<file path="src/rtl/lut5_pkg.sv">
package lut5_pkg;
  // Number of variables decoding one half of the table.
  localparam int unsigned SEL_BITS   = 4;
  // Entries per half and in the whole table.
  localparam int unsigned HALF_DEPTH = 1 << SEL_BITS;
  localparam int unsigned TBL_DEPTH  = 2 * HALF_DEPTH;
  localparam int unsigned IDX_BITS   = SEL_BITS + 1;

  typedef logic [TBL_DEPTH-1:0]  table_t;
  typedef logic [HALF_DEPTH-1:0] half_t;
  typedef logic [SEL_BITS-1:0]   sel_t;

  typedef enum logic {
    MODE_SPLIT = 1'b0,
    MODE_JOIN  = 1'b1
  } mode_e;

  // Entry index: top variable on the most significant bit.
  function automatic logic [IDX_BITS-1:0] entry_index(input logic top, input sel_t low);
    return {top, low};
  endfunction

  // Lower half of a table.
  function automatic half_t lower_half(input table_t t);
    return t[HALF_DEPTH-1:0];
  endfunction

  // Upper half of a table.
  function automatic half_t upper_half(input table_t t);
    return t[TBL_DEPTH-1:HALF_DEPTH];
  endfunction
endpackage

</file>
<file path="src/rtl/lut5_table_store.sv">
module lut5_table_store
  import lut5_pkg::*;
(
  input  logic   clk,
  input  logic   rst,
  input  logic   wr_en,
  input  table_t wr_word,
  output table_t tbl_q,
  output logic   wr_fire
);
  table_t tbl_r;

  // A write is taken only when reset is not active.
  assign wr_fire = wr_en & ~rst;

  always_ff @(posedge clk) begin
    if (rst) begin
      tbl_r <= '0;
    end else if (wr_en) begin
      tbl_r <= wr_word;
    end
  end

  assign tbl_q = tbl_r;
endmodule

</file>
<file path="src/rtl/lut5_sel_tree.sv">
module lut5_sel_tree #(
  parameter int unsigned SEL_W = 4
) (
  input  logic [(1<<SEL_W)-1:0] leaves,
  input  logic [SEL_W-1:0]      sel,
  output logic                  pick
);
  localparam int unsigned LEAF_N = 1 << SEL_W;

  // Each level halves the candidates; level L is steered by sel[L].
  for (genvar lv = 0; lv < SEL_W; lv++) begin : g_lvl
    localparam int unsigned OUT_N = LEAF_N >> (lv + 1);
    logic [OUT_N-1:0] vec;
    for (genvar j = 0; j < OUT_N; j++) begin : g_node
      if (lv == 0) begin : g_leaf
        assign vec[j] = sel[lv] ? leaves[2*j+1] : leaves[2*j];
      end else begin : g_inner
        assign vec[j] = sel[lv] ? g_lvl[lv-1].vec[2*j+1] : g_lvl[lv-1].vec[2*j];
      end
    end
  end

  assign pick = g_lvl[SEL_W-1].vec[0];
endmodule

</file>
<file path="src/rtl/lut5_mode_stage.sv">
module lut5_mode_stage
  import lut5_pkg::*;
(
  input  logic  lo_pick,
  input  logic  hi_pick,
  input  logic  top_var,
  input  mode_e mode,
  output logic  joined,
  output logic  out_lo,
  output logic  out_hi
);
  // First 2-way selector: top variable chooses the half.
  assign joined = top_var ? hi_pick : lo_pick;

  // Second and third 2-way selectors: mode picks split or joined value.
  always_comb begin
    if (mode == MODE_JOIN) begin
      out_lo = joined;
      out_hi = joined;
    end else begin
      out_lo = lo_pick;
      out_hi = hi_pick;
    end
  end
endmodule

</file>
<file path="src/rtl/dual_lut5.sv">
module dual_lut5
  import lut5_pkg::*;
(
  input  logic                 clk,
  input  logic                 rst,
  input  logic                 cfg_we,
  input  logic [TBL_DEPTH-1:0] cfg_data,
  input  logic                 var_a,
  input  logic                 var_b,
  input  logic                 var_c,
  input  logic                 var_d,
  input  logic                 var_e,
  input  logic                 join_mode,
  output logic                 res_lo,
  output logic                 res_hi
);
  table_t tbl_q;
  logic   wr_fire;
  sel_t   sel_abcd;
  logic   lo_pick;
  logic   hi_pick;
  logic   joined;
  mode_e  mode;

  assign sel_abcd = {var_a, var_b, var_c, var_d};
  assign mode     = mode_e'(join_mode);

  lut5_table_store u_store (
    .clk     (clk),
    .rst     (rst),
    .wr_en   (cfg_we),
    .wr_word (cfg_data),
    .tbl_q   (tbl_q),
    .wr_fire (wr_fire)
  );

  lut5_sel_tree #(.SEL_W(SEL_BITS)) u_sel_lo (
    .leaves (lower_half(tbl_q)),
    .sel    (sel_abcd),
    .pick   (lo_pick)
  );

  lut5_sel_tree #(.SEL_W(SEL_BITS)) u_sel_hi (
    .leaves (upper_half(tbl_q)),
    .sel    (sel_abcd),
    .pick   (hi_pick)
  );

  lut5_mode_stage u_mode (
    .lo_pick (lo_pick),
    .hi_pick (hi_pick),
    .top_var (var_e),
    .mode    (mode),
    .joined  (joined),
    .out_lo  (res_lo),
    .out_hi  (res_hi)
  );
endmodule

</file>
<file path="config.mk">
export PLATFORM = sky130hd
export DESIGN_NAME = dual_lut5
export DESIGN_NICKNAME = d
export VERILOG_FILES = /design/src/rtl/lut5_pkg.sv /design/src/rtl/lut5_table_store.sv /design/src/rtl/lut5_sel_tree.sv /design/src/rtl/lut5_mode_stage.sv /design/src/rtl/dual_lut5.sv
export SDC_FILE = /design/constraint.sdc
export NUM_CORES = 1
export LEC_CHECK = 0
export CORE_ASPECT_RATIO = 1.1
export CORE_UTILIZATION = 46
export CTS_CLUSTER_SIZE = 14
export DETAILED_ROUTE_END_ITERATION = 16
export PLACE_DENSITY = 0.85
export SLEW_MARGIN = 5
export SYNTH_ARGS = -nofsm -noshare
export SYNTH_HDL_FRONTEND = slang
export SYNTH_SLANG_ARGS = --single-unit
</file>
<file path="constraint.sdc">
create_clock -name clk -period 2.2 [get_ports clk]
set_input_delay 0.44 -clock clk [delete_from_list [all_inputs] [get_ports clk]]
set_output_delay 0.44 -clock clk [all_outputs]
set_load 0.02 [all_outputs]
</file>
==> results.sh <==
export IMPL_grt_max_degree=33
export IMPL_cp_num_cells=7
export IMPL_crit_path_frequent_cell="mux2i_1"
export IMPL_clk_pin_slew_worst_paths_ns=0.08
export IMPL_largest_reg_flops=32
export IMPL_start_kind="input port"
export IMPL_antenna_found_initial=0
export IMPL_wl_per_cell_um=15.36
export IMPL_place_ws_ns=-0.8166
export IMPL_skew_ns=0
export IMPL_clkLatencyLatePin_ns=0.33
export IMPL_fin_ws_ns=0.05463
export IMPL_cts_setup_buffers=0
export IMPL_p_leak_nw=0.8468
export IMPL_cts_sinks=32
export IMPL_met2_usage_pct=34.77
export IMPL_hp_start="u_store.tbl_q[7]"
export IMPL_hold_path_class="flip-flop to flip-flop"
export IMPL_cp_slowest_cell="mux2_4"
export IMPL_synth_top_cell_area_share_pct=44.64
export IMPL_rsz0062_at_grt="true"
export IMPL_synth_area_leaders="dfxtp_1, mux2i_1, mux4_1, nor2_1, mux2_2"
export IMPL_ir_worst_vdd_mv=0.4275
export IMPL_required_ns=1.76
export IMPL_htreeDepth=2
export IMPL_grt_use_total_pct=19.99
export IMPL_stdcell_area_um2=1907
export IMPL_port_buffers=42
export IMPL_maxSlewViolCount=0
export IMPL_holdPathEnd="u_store.tbl_q[7]"
export IMPL_drv_cap=0
export IMPL_use_met3_pct=8.955
export IMPL_cts_buffers_inserted=5
export IMPL_clock_root_buffer="clkbuf_4"
export IMPL_drc=0
export IMPL_yosysSeqAreaShare_pct=44.64
export IMPL_top_usage_layer="met2"
export IMPL_yosysWarningCount=0
export IMPL_cts_tree="done"
export IMPL_fin_crit_sh_pct=97.52
export IMPL_placed_area_um2=1896
export IMPL_ys_ff_latch=32
export IMPL_drive_above_1_share_pct=14.55
export IMPL_relSlewSlack_pct=71.27
export IMPL_drtIter0Drc=19
export IMPL_finalSetupViolations=0
export IMPL_rows=20
export IMPL_crit_family="multiplexers"
export IMPL_syn_inst=124
export IMPL_fin_crit_ns=2.145
export IMPL_die_w_um=55.26
export IMPL_arrival_ns=1.71
export IMPL_dp_hpwl_um=2163
export IMPL_worstMarginPinSlew_ns=0.4309
export IMPL_outcome="finished clean"
export IMPL_reg2reg_to="u_store.tbl_q[16]"
export IMPL_routed_wl_um=3041
export IMPL_core_area_um2=2853
export IMPL_reg2regPathDepth=2
export IMPL_critPathBufInv=3
export IMPL_max_stage_delay_ns=0.28
export IMPL_synth_area_per_cell_um2=11.57
export IMPL_synth_area_um2=1435
export IMPL_path_cells="dlygate4sd2_1, buf_6, mux4_2, mux2i_1, mux2_4, mux2i_1, buf_4"
export IMPL_vias_per_cell=5.535
export IMPL_fmax_mhz=466.1
export IMPL_final_setup_tns_ns=0
export IMPL_rr_startpoint="u_store.tbl_q[16]"
export IMPL_die_h_um=60.58
export IMPL_drtAntennaViolNets=0
export IMPL_overflow=0
export IMPL_syn_to_final_growth_pct=32.87
export IMPL_rrSetupSlack_ns=1.51
export IMPL_power_density_nw_per_um2=598.1
export IMPL_antenna_cells=0
export IMPL_crit_path_end_kind="primary output"
export IMPL_min_path_cells=2
export IMPL_final_hold_violation_count=0
export IMPL_grt_pass1_wl_um=4954
export IMPL_ios=43
export IMPL_drt_first_pass_iters=4
export IMPL_num_vias=1096
export IMPL_fillCellCount=232
export IMPL_initial_core_util_pct=50.31
export IMPL_grt_pass1_vias=1101
export IMPL_syn_nets=165
export IMPL_use_met1_pct=21.59
export IMPL_gp_congestion=0.7860
export IMPL_cts_max_path_buffers=2
export IMPL_critPathKind="input port to primary output"
export IMPL_nets=208
export IMPL_path_max_fanout=8
export IMPL_fp_dieArea_um2=3347
export IMPL_ys_types=11
export IMPL_yosys_area_top_type="dfxtp_1"
[worst max path at each step]
stage,startpoint,to,slack [ns]
finish,var_b,res_hi,0.05
floorplan,var_d,res_hi,0.19
CTS,var_d,res_hi,0.03
global placement,var_d,res_lo,-0.79
detailed placement,var_d,res_hi,-0.82
global route,u_store.tbl_q[7],res_hi,-0.02
[final cells by class]
cell class	count	area [µm²]	area share, %
sequential	32	641.9	33.66
tap	33	41.29	2.165
multi-input combinational	82	720.7	37.80
timing repair buffer	46	465.4	24.41
clock buffer	5	37.54	1.969
[synth_stat cells]
library cell   n
buf_2          4
buf_6          1
clkbuf_1       4
clkbuf_2       1
dfxtp_1       32
mux2_2         2
mux2i_1       38
mux4_1         8
nand2_1        1
nand2b_1       1
nor2_1        32
[cells in the final DEF (no fill, tap or decap)]
master / n
mux2i_1: 38
buf_12: 2
nand2_1: 1
buf_6: 2
dfxtp_1: 31
nand2b_1: 1
buf_4: 2
nor2_1: 32
clkbuf_4: 5
buf_2: 2
dlygate4sd2_1: 2
mux2_4: 2
dfxtp_2: 1
clkdlybuf4s50_1: 36
mux4_2: 8
[cells by family (layout without fill, tap and decap cells)]
kind of cell           count (synthesis)  in the layout  share of synthesized area, %
buffers and inverters                 10             51                         3.574
AND/OR/NAND/NOR                       34             34                         9.067
multiplexers                          48             48                         42.72
flip-flops                            32             32                         44.64
[per-layer routing]
| metal | up-vias | share of wire [%] |
|---|---|---|
| met5 | - | 0 |
| met4 | 0 | 1.7 |
| met3 | 6 | 8.1 |
| met2 | 43 | 51 |
| met1 | 533 | 39 |
| li1 | 514 | - |
[metrics by stage]
step / hold WS [ns] / std cells / power (mW) / util (%)
2_1_floorplan: 0.4514 / 124 / 0.7568 / -
3_3_place_gp: 0.4637 / 193 / 0.8573 / 66.45
3_5_place_dp: 0.4786 / 193 / 0.8682 / 66.45
4_1_cts: 0.5057 / 198 / 1.152 / 66.58
5_1_grt: 0.5289 / 198 / 1.200 / 66.84
6_report: 0.4972 / 198 / 1.140 / 66.84
[repair_timing]
action,CTS,global route
hold buffers,0,0
endpoints found under the setup margin,2,2
cloned,0,0
gates resized for setup,26,2
[where the power goes]
part	switching [mW]	total (mW)	internal, mW
sequential	0.0198	0.634	0.614
clock	0.175	0.281	0.106
combinational	0.0835	0.225	0.142
total	0.278	1.14	0.862
[worst register-to-register path, cell delays in order (launching register included)]
cell     delay [ns]
dfxtp_1        0.33
mux2i_1        0.18
nor2_1         0.07
Note: power is estimated with default switching activity, not from simulation.
